**src/rtl/spi_fe_pkg.sv**
```systemverilog
package spi_fe_pkg;

    localparam logic [7:0] OPC_WR_EN      = 8'h06;
    localparam logic [7:0] OPC_WR_DIS     = 8'h04;
    localparam logic [7:0] OPC_VOL_EN     = 8'h50;
    localparam logic [7:0] OPC_STAT_WR    = 8'h01;
    localparam logic [7:0] OPC_PROG       = 8'h02;
    localparam logic [7:0] OPC_ERASE_4K   = 8'h20;
    localparam logic [7:0] OPC_ERASE_32K  = 8'h52;
    localparam logic [7:0] OPC_ERASE_64K  = 8'hD8;
    localparam logic [7:0] OPC_ERASE_ALLA = 8'hC7;
    localparam logic [7:0] OPC_ERASE_ALLB = 8'h60;
    localparam logic [7:0] OPC_SUSPEND    = 8'h75;
    localparam logic [7:0] OPC_RESUME     = 8'h7A;
    localparam logic [7:0] OPC_SLEEP      = 8'hB9;
    localparam logic [7:0] OPC_STAT_LO    = 8'h05;
    localparam logic [7:0] OPC_STAT_HI    = 8'h35;

    typedef enum logic [1:0] {KIND_BAD, KIND_PLAIN, KIND_ADDR, KIND_STAT} op_kind_e;

    typedef enum logic [2:0] {FE_IDLE, FE_OPC, FE_ADDR, FE_DATA, FE_STAT, FE_DROP} fe_state_e;

    function automatic op_kind_e classify(input logic [7:0] opc);
        case (opc)
            OPC_WR_EN, OPC_WR_DIS, OPC_VOL_EN, OPC_STAT_WR,
            OPC_ERASE_ALLA, OPC_ERASE_ALLB, OPC_SUSPEND,
            OPC_RESUME, OPC_SLEEP:                          return KIND_PLAIN;
            OPC_PROG, OPC_ERASE_4K, OPC_ERASE_32K,
            OPC_ERASE_64K:                                  return KIND_ADDR;
            OPC_STAT_LO, OPC_STAT_HI:                       return KIND_STAT;
            default:                                        return KIND_BAD;
        endcase
    endfunction

    function automatic logic busy_pass(input logic [7:0] opc);
        return (opc == OPC_STAT_LO) || (opc == OPC_STAT_HI) || (opc == OPC_SUSPEND);
    endfunction

endpackage

```
**src/rtl/spi_fe_sync.sv**
```systemverilog
module spi_fe_sync #(
    parameter int              WIDTH   = 4,
    parameter int              STAGES  = 2,
    parameter logic [WIDTH-1:0] RST_VAL = '0
) (
    input  logic             clk,
    input  logic             rst_n,
    input  logic [WIDTH-1:0] din,
    output logic [WIDTH-1:0] dout
);
    logic [WIDTH-1:0] chain_q [STAGES];
    logic [WIDTH-1:0] chain_d [STAGES];

    always_comb begin
        chain_d[0] = din;
        for (int i = 1; i < STAGES; i++) begin
            chain_d[i] = chain_q[i-1];
        end
    end

    always_ff @(posedge clk or negedge rst_n) begin
        if (!rst_n) begin
            for (int i = 0; i < STAGES; i++) begin
                chain_q[i] <= RST_VAL;
            end
        end else begin
            chain_q <= chain_d;
        end
    end

    assign dout = chain_q[STAGES-1];
endmodule

```
**src/rtl/spi_fe_hold.sv**
```systemverilog
module spi_fe_hold (
    input  logic clk,
    input  logic rst_n,
    input  logic sel,
    input  logic sck_lvl,
    input  logic pause_n_lvl,
    input  logic wide_en,
    output logic active
);
    logic active_d, active_q;

    always_comb begin
        if (!sel || wide_en) begin
            active_d = 1'b0;
        end else if (!sck_lvl) begin
            active_d = !pause_n_lvl;
        end else begin
            active_d = active_q;
        end
    end

    always_ff @(posedge clk or negedge rst_n) begin
        if (!rst_n) active_q <= 1'b0;
        else        active_q <= active_d;
    end

    assign active = active_q;

    // pause only begins while the serial clock is low
    assert_hold_low_sck_R7: assert property (@(posedge clk) disable iff (!rst_n)
        $rose(active_q) |-> $past(!sck_lvl));

    // wide-lane mode forces the pause off
    assert_wide_lane_R8: assert property (@(posedge clk) disable iff (!rst_n)
        wide_en |=> !active_q);
endmodule

```
**src/rtl/spi_fe_rx.sv**
```systemverilog
module spi_fe_rx (
    input  logic       clk,
    input  logic       rst_n,
    input  logic       clr,
    input  logic       rise,
    input  logic       din,
    output logic       done,
    output logic [7:0] byte_val,
    output logic       aligned
);
    typedef struct packed {
        logic [6:0] sreg;
        logic [2:0] cnt;
        logic       done;
        logic [7:0] byte_out;
    } rx_regs_t;

    rx_regs_t r_d, r_q;

    always_comb begin
        r_d      = r_q;
        r_d.done = 1'b0;
        if (clr) begin
            r_d.sreg = '0;
            r_d.cnt  = '0;
        end else if (rise) begin
            r_d.sreg = {r_q.sreg[5:0], din};
            r_d.cnt  = r_q.cnt + 3'd1;
            if (r_q.cnt == 3'd7) begin
                r_d.done     = 1'b1;
                r_d.byte_out = {r_q.sreg, din};
            end
        end
    end

    always_ff @(posedge clk or negedge rst_n) begin
        if (!rst_n) r_q <= '0;
        else        r_q <= r_d;
    end

    assign done     = r_q.done;
    assign byte_val = r_q.byte_out;
    assign aligned  = (r_q.cnt == 3'd0);

    // a byte completes only on an accepted rising edge
    assert_byte_after_rise_R1: assert property (@(posedge clk) disable iff (!rst_n)
        r_q.done |-> $past(rise));
endmodule

```
**src/rtl/spi_fe_tx.sv**
```systemverilog
module spi_fe_tx (
    input  logic       clk,
    input  logic       rst_n,
    input  logic       clr,
    input  logic       load,
    input  logic [7:0] load_val,
    input  logic       fall,
    input  logic [7:0] reload_val,
    output logic       bit_out,
    output logic       started
);
    typedef struct packed {
        logic [7:0] sh;
        logic [2:0] cnt;
        logic       out;
        logic       started;
        logic       en;
    } tx_regs_t;

    tx_regs_t r_d, r_q;

    always_comb begin
        r_d = r_q;
        if (clr) begin
            r_d = '0;
        end else if (load) begin
            r_d.sh      = load_val;
            r_d.cnt     = '0;
            r_d.started = 1'b0;
            r_d.en      = 1'b1;
        end else if (fall && r_q.en) begin
            r_d.out     = r_q.sh[7];
            r_d.started = 1'b1;
            if (r_q.cnt == 3'd7) begin
                r_d.sh  = reload_val;
                r_d.cnt = '0;
            end else begin
                r_d.sh  = {r_q.sh[6:0], 1'b0};
                r_d.cnt = r_q.cnt + 3'd1;
            end
        end
    end

    always_ff @(posedge clk or negedge rst_n) begin
        if (!rst_n) r_q <= '0;
        else        r_q <= r_d;
    end

    assign bit_out = r_q.out;
    assign started = r_q.started;

    // output starts only on a serial clock falling edge
    assert_start_on_fall_R2: assert property (@(posedge clk) disable iff (!rst_n)
        $rose(r_q.started) |-> $past(fall));
endmodule

```
**src/rtl/spi_cmd_frontend.sv**
```systemverilog
module spi_cmd_frontend #(
    parameter int ADDR_W      = 24,
    parameter int MAX_DATA    = 256,
    parameter int SYNC_STAGES = 2,
    localparam int ADDR_BYTES = ADDR_W / 8,
    localparam int AC_W       = $clog2(ADDR_BYTES + 1),
    localparam int CNT_W      = $clog2(MAX_DATA + 1)
) (
    input  logic              clk,
    input  logic              rst_n,
    input  logic              spi_csn,
    input  logic              spi_clk,
    input  logic              spi_mosi,
    input  logic              spi_pause_n,
    input  logic              busy,
    input  logic              wide_lane_en,
    input  logic [7:0]        stat_lo,
    input  logic [7:0]        stat_hi,
    output logic              spi_miso,
    output logic              spi_miso_oe,
    output logic              cmd_valid,
    output logic [7:0]        cmd_op,
    output logic [ADDR_W-1:0] cmd_addr,
    output logic [CNT_W-1:0]  cmd_len,
    output logic              data_valid,
    output logic [7:0]        data_byte
);
    import spi_fe_pkg::*;

    // bit order of the synchronized vector: {pause_n, mosi, clk, csn}
    localparam logic [3:0] PIN_RST = 4'b1000;

    typedef struct packed {
        fe_state_e         state;
        logic [7:0]        opc;
        logic [ADDR_W-1:0] addr;
        logic [AC_W-1:0]   acnt;
        logic [CNT_W-1:0]  dcnt;
        logic              armed;
        logic              stat_hi;
        logic [3:0]        prev;
        logic              vld;
        logic              dv;
        logic [7:0]        db;
    } fe_regs_t;

    fe_regs_t r_d, r_q;

    logic [3:0] pins_s;
    logic       cs_lvl, sck_lvl, di_lvl, pause_lvl;
    logic       cs_fall, cs_rise, sck_rise, sck_fall;
    logic       hold_act, rise_g, fall_g;
    logic       rx_done, rx_aligned;
    logic [7:0] rx_byte;
    logic       tx_load, tx_bit, tx_started;
    logic [7:0] tx_load_val, tx_reload_val;
    op_kind_e   kind;

    spi_fe_sync #(.WIDTH(4), .STAGES(SYNC_STAGES), .RST_VAL(PIN_RST)) u_sync (
        .clk  (clk),
        .rst_n(rst_n),
        .din  ({spi_pause_n, spi_mosi, spi_clk, spi_csn}),
        .dout (pins_s)
    );

    assign cs_lvl    = pins_s[0];
    assign sck_lvl   = pins_s[1];
    assign di_lvl    = pins_s[2];
    assign pause_lvl = pins_s[3];
    assign cs_fall   = r_q.prev[0] & ~cs_lvl;
    assign cs_rise   = ~r_q.prev[0] & cs_lvl;
    assign sck_rise  = ~r_q.prev[1] & sck_lvl;
    assign sck_fall  = r_q.prev[1] & ~sck_lvl;

    spi_fe_hold u_hold (
        .clk        (clk),
        .rst_n      (rst_n),
        .sel        (~cs_lvl),
        .sck_lvl    (sck_lvl),
        .pause_n_lvl(pause_lvl),
        .wide_en    (wide_lane_en),
        .active     (hold_act)
    );

    assign rise_g = sck_rise & ~hold_act & ~cs_lvl;
    assign fall_g = sck_fall & ~hold_act & ~cs_lvl;

    spi_fe_rx u_rx (
        .clk     (clk),
        .rst_n   (rst_n),
        .clr     (cs_lvl),
        .rise    (rise_g),
        .din     (di_lvl),
        .done    (rx_done),
        .byte_val(rx_byte),
        .aligned (rx_aligned)
    );

    assign tx_load_val   = (rx_byte == OPC_STAT_HI) ? stat_hi : stat_lo;
    assign tx_reload_val = r_q.stat_hi ? stat_hi : stat_lo;

    spi_fe_tx u_tx (
        .clk       (clk),
        .rst_n     (rst_n),
        .clr       (cs_lvl),
        .load      (tx_load),
        .load_val  (tx_load_val),
        .fall      (fall_g && (r_q.state == FE_STAT)),
        .reload_val(tx_reload_val),
        .bit_out   (tx_bit),
        .started   (tx_started)
    );

    assign kind = classify(rx_byte);

    always_comb begin
        r_d      = r_q;
        r_d.vld  = 1'b0;
        r_d.dv   = 1'b0;
        r_d.prev = pins_s;
        tx_load  = 1'b0;
        if (cs_lvl) begin
            r_d.armed = 1'b1;
            if (cs_rise && rx_aligned && (r_q.state == FE_DATA)) begin
                r_d.vld = 1'b1;
            end
            r_d.state = FE_IDLE;
        end else if (cs_fall && r_q.armed) begin
            r_d.state = FE_OPC;
            r_d.addr  = '0;
            r_d.acnt  = '0;
            r_d.dcnt  = '0;
        end else if (rx_done) begin
            case (r_q.state)
                FE_OPC: begin
                    r_d.opc = rx_byte;
                    if (kind == KIND_BAD || (busy && !busy_pass(rx_byte))) begin
                        r_d.state = FE_DROP;
                    end else if (kind == KIND_STAT) begin
                        r_d.state   = FE_STAT;
                        r_d.stat_hi = (rx_byte == OPC_STAT_HI);
                        tx_load     = 1'b1;
                    end else if (kind == KIND_ADDR) begin
                        r_d.state = FE_ADDR;
                    end else begin
                        r_d.state = FE_DATA;
                    end
                end
                FE_ADDR: begin
                    r_d.addr = {r_q.addr[ADDR_W-9:0], rx_byte};
                    r_d.acnt = r_q.acnt + AC_W'(1);
                    if (r_q.acnt == AC_W'(ADDR_BYTES - 1)) begin
                        r_d.state = FE_DATA;
                    end
                end
                FE_DATA: begin
                    r_d.dv = 1'b1;
                    r_d.db = rx_byte;
                    if (r_q.dcnt != CNT_W'(MAX_DATA)) begin
                        r_d.dcnt = r_q.dcnt + CNT_W'(1);
                    end
                end
                default: ;
            endcase
        end
    end

    always_ff @(posedge clk or negedge rst_n) begin
        if (!rst_n) begin
            r_q       <= '0;
            r_q.state <= FE_IDLE;
            r_q.prev  <= PIN_RST;
        end else begin
            r_q <= r_d;
        end
    end

    assign spi_miso    = tx_bit;
    assign spi_miso_oe = (r_q.state == FE_STAT) & tx_started & ~hold_act & ~cs_lvl;
    assign cmd_valid   = r_q.vld;
    assign cmd_op      = r_q.opc;
    assign cmd_addr    = r_q.addr;
    assign cmd_len     = r_q.dcnt;
    assign data_valid  = r_q.dv;
    assign data_byte   = r_q.db;

    // command pulse lasts one cycle
    assert_pulse_single_R10: assert property (@(posedge clk) disable iff (!rst_n)
        cmd_valid |=> !cmd_valid);

    // a command follows a select rise on a byte boundary
    assert_frame_end_R3: assert property (@(posedge clk) disable iff (!rst_n)
        cmd_valid |-> $past(cs_rise && rx_aligned));

    // output is off while paused
    assert_quiet_hold_R7: assert property (@(posedge clk) disable iff (!rst_n)
        hold_act |-> !spi_miso_oe);

    // output is driven only while selected
    assert_sel_only_R2: assert property (@(posedge clk) disable iff (!rst_n)
        spi_miso_oe |-> !cs_lvl);
endmodule

```
**config.mk**
```make
export PLATFORM = sky130hd
export DESIGN_NAME = spi_cmd_frontend
export DESIGN_NICKNAME = d
export VERILOG_FILES = /design/src/rtl/spi_fe_pkg.sv /design/src/rtl/spi_fe_sync.sv /design/src/rtl/spi_fe_hold.sv /design/src/rtl/spi_fe_rx.sv /design/src/rtl/spi_fe_tx.sv /design/src/rtl/spi_cmd_frontend.sv
export SDC_FILE = /design/constraint.sdc
export NUM_CORES = 1
export LEC_CHECK = 0
export ABC_AREA = 1
export BUFFER_PORTS_ARGS = -buffer_cell sky130_fd_sc_hd__buf_2
export CORE_MARGIN = 2
export CORE_UTILIZATION = 52
export CTS_CLUSTER_DIAMETER = 40
export DETAILED_ROUTE_END_ITERATION = 8
export PLACE_DENSITY = 0.76
export REMOVE_ABC_BUFFERS = 1
export SLEW_MARGIN = 20
export SYNTH_ARGS = -nofsm -noshare
export SYNTH_HDL_FRONTEND = slang
export SYNTH_HIERARCHICAL = 1
export SYNTH_SLANG_ARGS = --single-unit
```
**constraint.sdc**
```tcl
create_clock -name clk -period 1.8 [get_ports clk]
set_input_delay 0.27 -clock clk [delete_from_list [all_inputs] [get_ports clk]]
set_output_delay 0.27 -clock clk [all_outputs]
set_load 0.02 [all_outputs]
```
==> key figures, run 1 <==
Timing
  • Hold Vio Cnt, Final: 0
  • RSZ-0062 raised after global routing: true
  • Max_slew headroom: 63.4%
  • Setup Skew: 0.0147 ns
  • Slew @ Worst Pin: 0.549 ns
  • Slew Limit Fails: 0
  • Tightest hold margin: around 0.14 ns
  • Setup-failing EPs final: 0
  • Minimum clock period: 1.79 ns
  • Crit share post-route: 99.7%
  • Fmax: between 500 and 600 MHz

Drt
  • DR pass1 iterations: 5
  • Vias per Instance: 5.05
  • WL final: between 10000 and 15000 um
  • DRT antenna net count: 0
  • DRC viols: 0
  • Via count: 4351
  • DR iter-0 viols: ~240
  • Avg WL per Cell: 13.2 um

Synthesis
  • Yosys top cell area share: 45.3%
  • Post-synthesis register bit count: slightly above 100
  • Unique masters post-synth: 36
  • EDFF count, synth: 0
  • Post-synth ARST share: between 90% and 100%
  • Mean Syn Cell Area: 8.32 um^2
  • Area leader, netlist: dfrtp_1
  • Cells after Synth: roughly 660
  • Seq/Total Area, Yosys: a little under half
  • Main flop type after synthesis: dfrtp_1
  • Top area cells in the synthesized netlist: dfrtp_1 (45%), nand2_1 (13%), buf_4 (7.7%)
  • Synthesized cell area: around 5500 um^2
  • Yosys warns: 6

Worst setup path
  • Slowest stage delay, CP: between 0.4 and 0.5 ns
  • Critical path arrival: 1.52 ns
  • Worst EP required: 1.53 ns
  • Family with the most delay on the worst path: simple AND/OR/NAND/NOR gates
  • Critical path class: flop to output port
  • CP max stage cell: dfrtp_1
  • CP bufs+invs: 2
  • Worst-path cell chain: buf_6 -> or2_4 -> nor3b_2 -> buf_4
  • CP Launch Type: flop
  • CP max FO: 3
  • Nature of the critical path endpoint: output port

Placed design
  • GPL Wtd Cong: 0.897
  • # port buffers: 76
  • DPL Wire Length: 8090 um
  • Post-Place Cells: 832

Clock tree
  • Total CTS buffers: 9
  • Clock Path Buffers: 2
  • Num Clock Sinks: 102
  • CTS H-Tree Depth: 3
  • Clock Root Buffer: clkbuf_8
  • CTS tree: built
  • Clock transition at path regs: 0.10 ns
  • Worst-Skew Late Latency: between 0.3 and 0.4 ns

Finish
  • Post-route insts no fill: 862
  • Ant. Diodes: 0
  • P&R area growth vs syn: 12.3%
  • Final layout net count: 753
  • Share of cells above drive strength 1: 27.5%

Global routing
  • Initial antenna violation count: 0
  • First-pass GRT wire length: ~19000 um
  • Vias in the first global route: approximately 4200
  • GRT overflow: 0
  • GRT Total Usage: 20.8%
  • Largest net degree at the start of global routing: 47

Pwr
  • Clk pwr share: 41.1%
  • Worst vdd ir: 0.509 mV
  • P per Cell Area: 701 nW/um^2
  • Net Sw Power: 984 uW
  • Switching part of the total power: a little under a quarter
  • Logic pwr share: 5.6%
  • Int Power: roughly 3400 uW
  • Static Leak: between 0.003 and 0.004 uW
  • Part of the power in registers: 53.3%

Floorplan
  • Total die area: around 11000 um^2
  • Core area: 10300 um^2
  • Initial Util: 53.5%
  • Die Wd: 107 um
  • Core Rows: 37
  • Ports: 77
  • Die height: 107 um

Run
  • Max_cap viols: 0

Status
  • Status: completed

Worst hold path
  • Worst hold path type: input pin to flop
path summary, 6_finish.rpt:
path	from	to	slack, ns	cells past startpoint
setup / recovery	u_sync/dout[0]	spi_miso_oe	0.005	4
hold / removal	wide_lane_en	u_hold/active	0.14	4
setup reg to reg	u_sync/dout[0]	u_tx/r_q[12]	0.04	15
hold reg to reg	u_sync/chain_d[2]	u_sync/dout[2]	0.36	0
max in group asynchronous	rst_n	u_sync/chain_d[3]	0.90	3
min in group asynchronous	rst_n	cmd_op[0]	0.29	2
through the flow:
stage	TNS, ns	total power, uW	cell area, um^2	utilization, %	setup slack [ns]
3_5_place_dp	-0.00881	2590	5760	55.8	-0.00699
3_3_place_gp	0	2580	5760	55.8	0.0702
4_1_cts	0	4380	6110	59.2	0.00208
5_1_grt	-0.869	4500	6200	60.1	-0.0941
6_report	0	4350	6200	60.1	0.00507
2_1_floorplan	-27.15	2460	4950	-	-1.38
registers in the layout, indices dropped and copies added (netlist names):
register        cells
u_tx/bit_out        1
cmd_addr           24
u_hold/active       1
u_tx/started        1
data_byte           8
r_q                 9
cmd_len             9
u_rx/done           1
data_valid          1
u_sync/chain_d      4
u_tx/r_q           12
u_rx/byte_val       8
cmd_op              8
u_rx/r_q           10
cmd_valid           1
u_sync/dout         4
final cells by class:
class                           count  area [um^2]
Tap cell                          136          170
Clock buffer                       10          138
Sequential cell                   102         2550
Fill cell                         893         4120
Inverter                           90          357
Timing Repair Buffer              120          761
Clock inverter                      6          115
Multi-Input combinational cell    398         2110
cells in the final DEF, fill, tap and decap left out, drive strengths merged:
| cell type | instances |
|---|---|
| dlygate4sd3 | 5 |
| a21oi | 13 |
| o31ai | 1 |
| xor2 | 6 |
| nand3b | 1 |
| bufinv | 3 |
| dfstp | 2 |
| nand3 | 44 |
| o21a | 1 |
| or2 | 3 |
| inv | 91 |
| nand4 | 13 |
| nor3 | 8 |
| dfrtp | 100 |
| buf | 115 |
| nor2 | 48 |
| o21ai | 45 |
| ha | 8 |
| nor4 | 1 |
| clkinvlp | 2 |
| nor3b | 1 |
| clkbuf | 10 |
| nand2 | 190 |
| o22ai | 15 |
logic make-up (layout without fill, tap and decap cells):
group                    Yosys count  after routing  synth area share (%)
AO/OA/AOI/OAI                     75             75                  8.38
XOR/XNOR                           6              6                 0.951
adder cells (fa/ha/maj)            8              8                  1.81
buffers and inverters            164            226                  16.6
flip-flops                       102            102                  46.3
AND/OR/NAND/NOR                  309            309                  26.0
power groups by stage:
stage / sequential, uW / combinational (uW) / clock [uW]
floorplan: 2370 / 93.1 / 0
global placement: 2360 / 220 / 0
detailed placement: 2360 / 226 / 0
CTS: 2320 / 241 / 1820
global route: 2320 / 275 / 1910
finish: 2320 / 244 / 1790
layer usage:
metal	routed length [um]	track usage (%)	vias to the layer above	part of all wire (%)
met5	0	0	-	0
met4	243	8.63	0	2.1
met3	458	3.65	22	4.0
met2	5480	34.8	107	48
met1	5190	26.8	2067	46
li1	-	-	2155	-
repair_timing:
action	4_1_cts	5_1_grt
pin swaps	3	14
resized for setup	7	16
hold buffers	5	0
endpoints found under the hold margin	17	0
setup endpoints to repair	11	28
setup buffers	4	5
synth_stat cells (2+ instances only):
library cell and count:
nand2_1 185, dfrtp_1 100, inv_1 83, buf_4 57, nor2_1 38, nand3_1 31
o21ai_0 23, o21ai_2 17, o22ai_1 15, a21oi_1 13, nand4_1 13, nand3_2 11
ha_1 8, nor3_1 7, buf_2 6, buf_6 6, inv_2 6, xor2_1 6
nor2_2 5, nor2_4 5, o21ai_1 5, clkbuf_1 3, nand2_4 3, or2_2 3
dfstp_2 2, nand2_2 2, nand3_4 2
tightest hold or removal path, stage by stage:
cell     delay (ns)
buf_2          0.09
nor2_2         0.04
nand2_1        0.05
nor2_1         0.04
No activity file was read; power rests on OpenSTA's default activity.
==> run 2: changes to the inputs <==
--- a/config.mk
+++ b/config.mk
@@ -7,7 +7,8 @@
 export LEC_CHECK = 0
 export ABC_AREA = 1
 export BUFFER_PORTS_ARGS = -buffer_cell sky130_fd_sc_hd__buf_2
-export CORE_MARGIN = 2
+export CORE_ASPECT_RATIO = 1.25
+export CORE_MARGIN = 8
 export CORE_UTILIZATION = 52
 export CTS_CLUSTER_DIAMETER = 40
 export DETAILED_ROUTE_END_ITERATION = 8
==> run 2 against run 1 <==
Against the previous run: die area rose by 24%; critical path depth is 9 higher; worst hold slack worse by 0.13 ns; power is 8.9% higher; global-route usage fell by 2.2 points; via count increased by 1.8%; highest routed layer unchanged.
==> key figures, run 2 (same netlist as run 1, synthesis figures left out) <==
Status
  • Status: completed

Clock tree
  • Clock transition at path regs: 0.07 ns (-0.03 ns)
  • Total CTS buffers: 9 (unchanged)
  • Num Clock Sinks: 102 (unchanged)
  • Clock Root Buffer: clkbuf_16
  • CTS tree: built
  • Clock Path Buffers: 2 (unchanged)
  • Worst-Skew Late Latency: 0.35 ns (-0.02 ns)
  • CTS H-Tree Depth: 3 (unchanged)

Drt
  • DR iter-0 viols: 200 (-17%)
  • Avg WL per Cell: 14.8 um (+12%)
  • Vias per Instance: 5.08 (+0.56%)
  • DR pass1 iterations: 4 (-1)
  • WL final: 12900 um (+13%)
  • Via count: 4431 (+1.8%)
  • DRT antenna net count: 0 (unchanged)
  • DRC viols: 0 (unchanged)

Worst setup path
  • CP max stage cell: dfrtp_2
  • Critical path class: flop to flop
  • Slowest stage delay, CP: 0.45 ns (+0.03 ns)
  • Cell mode on critical path: nand2_1
  • CP max FO: 8 (+5)
  • Critical path arrival: 2.01 ns (+0.49 ns)
  • Worst EP required: 2.09 ns (+0.56 ns)
  • Nature of the critical path endpoint: flop
  • Worst-path cell chain: inv_1 -> nand2_1 -> nor2_1 -> nand2_2 -> nand3_4 -> nand3_2 -> inv_2 -> inv_2 -> nor2_4 -> nand2_1 -> nand2_1 -> nand2_1 -> nand2_1
  • CP Launch Type: flop
  • Reg2reg setup slack: 0.08 ns (+0.04 ns)

Placed design
  • Pre-CTS WS: -0.0727 ns (-0.0657 ns)
  • DPL Wire Length: 9530 um (+18%)
  • GPL Wtd Cong: 0.884 (-1.4%)
  • # port buffers: 76 (unchanged)

Finish
  • Most common cell after layout, fill and taps aside: nand2_1
  • Share of cells above drive strength 1: 30.2% (+2.7 points)
  • Most frequent cells in the layout: nand2_1 (180), dfrtp_1 (99), inv_1 (80), buf_2 (74), buf_4 (56)
  • Ant. Diodes: 0 (unchanged)
  • Fin util: 61.2% (+1.1 points)
  • P&R area growth vs syn: 15.9%
  • Final layout net count: 768 (+2.0%)
  • Number of flip-flops in the largest register: 24 (unchanged)

Timing
  • Final worst slack: 0.0835 ns (+0.0785 ns)
  • Max_slew headroom: 66.1% (+2.7 points)
  • Setup TNS: 0 ns (unchanged)
  • Crit share post-route: 95.4% (-4.4 points)
  • Slew @ Worst Pin: 0.508 ns (-0.0408 ns)
  • Fmax: 583 MHz (+4.6%)
  • Hold Vio Cnt, Final: 0 (unchanged)
  • Slew Limit Fails: 0 (unchanged)
  • Minimum clock period: 1.72 ns (-0.0785 ns)
  • Setup Skew: 0.00825 ns (-0.00643 ns)
  • RSZ-0062 raised after global routing: true
  • Setup-failing EPs final: 0 (unchanged)

Pwr
  • Int Power: 3640 uW (+8.1%)
  • Switching part of the total power: 23.1% (+0.53 points)
  • Post-route total power: 4740 uW (+8.9%)
  • P per Cell Area: 740 nW/um^2 (+5.5%)
  • Logic pwr share: 5.5% (about the same)
  • Net Sw Power: 1100 uW (+11%)
  • Worst vdd ir: 0.469 mV (-7.8%)
  • Part of the power in registers: 49.0% (-4.3 points)
  • Clk pwr share: 45.5% (+4.4 points)
  • Static Leak: 0.00341 uW (+4.1%)

Global routing
  • GRT Total Usage: 18.6% (-2.2 points)
  • Vias in the first global route: 4603 (+8.7%)
  • First-pass GRT wire length: 21500 um (+12%)
  • GRT overflow: 0 (unchanged)
  • Initial antenna violation count: 0 (unchanged)
  • Largest net degree at the start of global routing: 44 (-6.4%)

Worst hold path
  • Worst hold path type: input pin to flop

Floorplan
  • Die Wd: 108 um (+1.0%)
  • Core Rows: 42 (+14%)
  • Initial Util: 52.8% (-0.69 points)
  • Core area: 10500 um^2 (+1.3%)
  • Total die area: 14200 um^2 (+24%)
  • Ports: 77 (unchanged)
  • Die height: 131 um (+23%)

Run
  • Max_cap viols: 0 (unchanged)
==> run 2: cell types whose count changed in the layout (fill, tap and decap cells not counted), sizes merged <==
cell,delta
clkbuf,-1
dlygate4sd3,-4
clkinv,+2
buf,+19
bufinv,-1
clkinvlp,-1
inv,+1
==> run 2: worst paths after layout <==
path | end | cells after the start | startpoint
min in group asynchronous | cmd_len[6] | 2 | rst_n
max in group asynchronous | u_rx/byte_val[7] | 3 | rst_n
max reg2reg | u_tx/r_q[9] | 13 | u_rx/byte_val[7]
min | u_sync/chain_d[3] | 1 | spi_pause_n
min reg2reg | u_sync/dout[2] | 0 | u_sync/chain_d[2]
max | u_tx/r_q[9] | 13 | u_rx/byte_val[7]
==> run 2: repair_timing <==
action                     in CTS  in global routing
pin swaps                       3                 10
gates resized for setup         5                 22
setup buffers                   6                 13
hold endpoints to repair       31                  0
hold buffers                    1                  0
setup endpoints to repair      11                 29
==> run 2: cell type report <==
class | instances | area [um^2]
fill | 886 | 4060
inverter | 90 | 343
clock buffer | 9 | 225
clock inverter | 7 | 105
timing repair buffer | 135 | 872
sequential | 102 | 2560
tap | 132 | 165
multi-input combinational | 398 | 2130
==> run 2: metrics by stage <==
| step | hold WS [ns] | instance area, um^2 | cells |
|---|---|---|---|
| after floorplan | -0.0256 | 4950 | 590 |
| after global placement | 0.253 | 5830 | 837 |
| after detailed placement | 0.253 | 5830 | 837 |
| after CTS | 0.000605 | 6230 | 860 |
| after global routing | 0.00356 | 6400 | 873 |
| final | 0.00953 | 6400 | 873 |
==> run 2: critical path, delay by kind of cell, from the launching register on <==
family | cells | cell delay, ns
buf+inv | 3 | 0.27
flops | 1 | 0.45
simple gates | 10 | 0.94
==> run 2: routing by layer <==
| layer | wire length [um] | track usage (%) | up-vias |
|---|---|---|---|
| met2 | 6950 | 32.8 | 95 |
| li1 | - | - | 2175 |
| met1 | 4970 | 20.5 | 2133 |
| met5 | 0 | 0 | - |
| met4 | 422 | 8.89 | 0 |
| met3 | 557 | 3.82 | 28 |
==> run 2: power groups by stage <==
stage	combinational [uW]	clock [uW]	sequential [uW]
after global routing	291	2260	2320
after detailed placement	231	0	2370
after global placement	224	0	2360
final	260	2160	2320
after CTS	245	2190	2320
after floorplan	93.1	0	2370
==> run 3: changes to the inputs <==
--- a/config.mk
+++ b/config.mk
@@ -7,12 +7,14 @@
 export LEC_CHECK = 0
 export ABC_AREA = 1
 export BUFFER_PORTS_ARGS = -buffer_cell sky130_fd_sc_hd__buf_2
+export CELL_PAD_IN_SITES_DETAIL_PLACEMENT = 2
+export CELL_PAD_IN_SITES_GLOBAL_PLACEMENT = 2
 export CORE_ASPECT_RATIO = 1.25
 export CORE_MARGIN = 8
-export CORE_UTILIZATION = 52
+export CORE_UTILIZATION = 31
 export CTS_CLUSTER_DIAMETER = 40
 export DETAILED_ROUTE_END_ITERATION = 8
-export PLACE_DENSITY = 0.76
+export PLACE_DENSITY_LB_ADDON = 0.1
 export REMOVE_ABC_BUFFERS = 1
 export SLEW_MARGIN = 20
 export SYNTH_ARGS = -nofsm -noshare
==> run 3 against run 2 <==
Against the previous run: the run now ends with negative setup slack left; via count increased by 1.8%; cell area grew 2.3%; power down 4.1%; clock-buffer cell count did not move; register-to-register slack worse by 0.09 ns; non-clock buffer count rose by 6; utilization decreased by 24 points; largest power group unchanged.
==> key figures, run 3 (same netlist as run 1, synthesis figures left out) <==
Run
  • Max_cap viols: 0 (unchanged)

Placed design
  • GPL Wtd Cong: 0.790 (-11%)
  • # port buffers: 76 (unchanged)
  • DPL Wire Length: 12100 um (+27%)

Finish
  • P&R area growth vs syn: 18.6%
  • Most common cell after layout, fill and taps aside: nand2_1
  • Most frequent cells in the layout: nand2_1 (183), dfrtp_1 (99), inv_1 (80), buf_2 (74), buf_4 (61)
  • Number of flip-flops in the largest register: 24 (unchanged)
  • Final layout net count: 776 (+1.0%)
  • Share of cells above drive strength 1: 30.7% (+0.48 points)
  • Layout fillers: 2018 (+130%)
  • Ant. Diodes: 0 (unchanged)

Timing
  • Setup Skew: 0.00932 ns (+0.00107 ns)
  • Hold Vio Cnt, Final: 0 (unchanged)
  • Slew Limit Fails: 0 (unchanged)
  • Slew @ Worst Pin: 0.561 ns (+0.0530 ns)
  • Tightest hold margin: 0.0159 ns (+0.00634 ns)
  • Crit share post-route: 100% (+4.7 points)
  • Final worst slack: -0.00188 ns (-0.0854 ns)
  • Setup-failing EPs final: 2 (+2)
  • Setup TNS: -0.00284 ns (-0.00284 ns)
  • RSZ-0062 raised after global routing: true
  • Max_slew headroom: 62.6% (-3.5 points)
  • Fmax: 555 MHz (-4.7%)
  • Minimum clock period: 1.80 ns (+0.0854 ns)

Floorplan
  • Total die area: 22400 um^2 (+58%)
  • Ports: 77 (unchanged)
  • Core Rows: 54 (+29%)
  • Core area: 17400 um^2 (+67%)
  • Die height: 165 um (+26%)
  • Die Wd: 135 um (+25%)
  • Initial Util: 31.7% (-21 points)

Worst setup path
  • CP max FO: 10 (+2)
  • Critical path class: flop to flop
  • Worst-path cell chain: inv_2 -> nand3_4 -> nand2_4 -> nor2_4 -> inv_2 -> nor2_4 -> nand3_2 -> inv_2 -> nor2_4 -> buf_4 -> nand2_4 -> inv_8 -> nand2_1 -> nand2_1
  • Nature of the critical path endpoint: flop
  • Family with the most delay on the worst path: simple AND/OR/NAND/NOR gates
  • CP bufs+invs: 5 (+2)
  • R2R depth: 14 (+1)
  • Critical path arrival: 2.05 ns (+0.04 ns)
  • Worst EP required: 2.05 ns (-0.04 ns)
  • CP Launch Type: flop
  • CP max stage cell: dfrtp_1
  • Slowest stage delay, CP: 0.43 ns (-0.02 ns)
  • Worst path depth: 14 (+1)

Global routing
  • Met1 usage: 16.2% (-4.3 points)
  • GRT Total Usage: 15.0% (-3.6 points)
  • Met3 usage: 2.30% (-1.5 points)
  • Initial antenna violation count: 0 (unchanged)
  • GRT Max-Usage Layer: met2
  • Largest net degree at the start of global routing: 54 (+23%)
  • Met2 Usage GRT: 28.2% (-4.6 points)
  • First-pass GRT wire length: 26300 um (+22%)
  • GRT overflow: 0 (unchanged)
  • Vias in the first global route: 5077 (+10%)

Drt
  • DRC viols: 0 (unchanged)
  • Vias per Instance: 4.63 (-8.7%)
  • DR pass1 iterations: 4 (unchanged)
  • DRT antenna net count: 0 (unchanged)
  • Via count: 4509 (+1.8%)
  • DR iter-0 viols: 94 (-53%)
  • WL final: 16200 um (+26%)
  • Avg WL per Cell: 16.7 um (+13%)

Clock tree
  • Worst-Skew Late Latency: 0.36 ns (about the same)
  • Clock transition at path regs: 0.07 ns (about the same)
  • Clock Path Buffers: 2 (unchanged)
  • Total CTS buffers: 9 (unchanged)
  • Num Clock Sinks: 102 (unchanged)
  • CTS H-Tree Depth: 3 (unchanged)
  • CTS tree: built
  • Clock Root Buffer: clkbuf_16

Pwr
  • Worst vdd ir: 0.383 mV (-18%)
  • Static Leak: 0.00343 uW (+0.51%)
  • P per Cell Area: 694 nW/um^2 (-6.3%)

Status
  • Failing checks: negative setup slack
  • Status: finished, violations left

Worst hold path
  • Worst Hold Depth: 1 (unchanged)
  • Worst hold path type: input pin to flop
==> run 3: cell types whose count changed in the layout (fill, tap and decap cells not counted), sizes merged <==
cell | before | now
clkinv | 2 | 1
bufinv | 2 | 0
inv | 92 | 94
buf | 134 | 140
clkinvlp | 1 | 2
nand2 | 190 | 192
==> run 3: per-stage QoR <==
step                utilization (%)  worst slack (ns)  std cells  total power, uW  area [um^2]
floorplan                         -             -1.38        590             2460         4950
global placement               34.4           -0.0112        935             2610         6000
detailed placement             34.4            -0.150        935             2620         6000
CTS                            36.5           0.00144        955             4610         6360
global route                   37.6            -0.148        973             4730         6550
finish                         37.6          -0.00188        973             4540         6550
==> run 3: report_power, final <==
group / total [uW] / switching [uW] / internal (uW)
Sequential: 2320 / 10.9 / 2310
Combinational: 274 / 178 / 95.5
Clock: 1950 / 978 / 972
Total: 4540 / 1170 / 3370
==> run 3: layout make-up <==
class	instances	area [um^2]	area share, %
flip-flops and latches	102	2560	39.0
multi-input cells	400	2150	32.8
repair buffers	141	930	14.2
inverters	90	348	5.31
well taps	224	280	4.28
clock buffers	9	225	3.44
clock inverters	7	63.8	0.974
==> run 3: worst reg2reg max path: cells and delay by family, from the launching register on <==
family,cells,cell delay [ns]
buf+inv,5,0.48
simple gates,9,0.80
flops,1,0.43
==> run 3: per-layer routing <==
metal	wire [um]	vias to the layer above
li1	-	2183
met1	6590	2250
met2	8850	56
met3	408	20
met4	355	0
met5	0	-
==> run 3: final timing paths <==
check                                   from           endpoint  slack, ns
max in group asynchronous              rst_n   u_rx/byte_val[6]       0.92
min in group asynchronous              rst_n         cmd_len[2]       0.30
max                           u_sync/dout[0]       u_tx/r_q[10]     -0.002
max reg2reg                   u_sync/dout[0]       u_tx/r_q[10]     -0.002
min                              spi_pause_n  u_sync/chain_d[3]       0.02
min reg2reg                u_sync/chain_d[2]     u_sync/dout[2]       0.36
==> run 3: repair_timing <==
item                                    4_1_cts  5_1_grt
pin swaps                                     3       17
endpoints found under the setup margin       12       16
hold buffers                                  1        0
gates resized for setup                      11       15
buffers inserted                              2       18
endpoints found under the hold margin        10        0
gates cloned                                  1        1
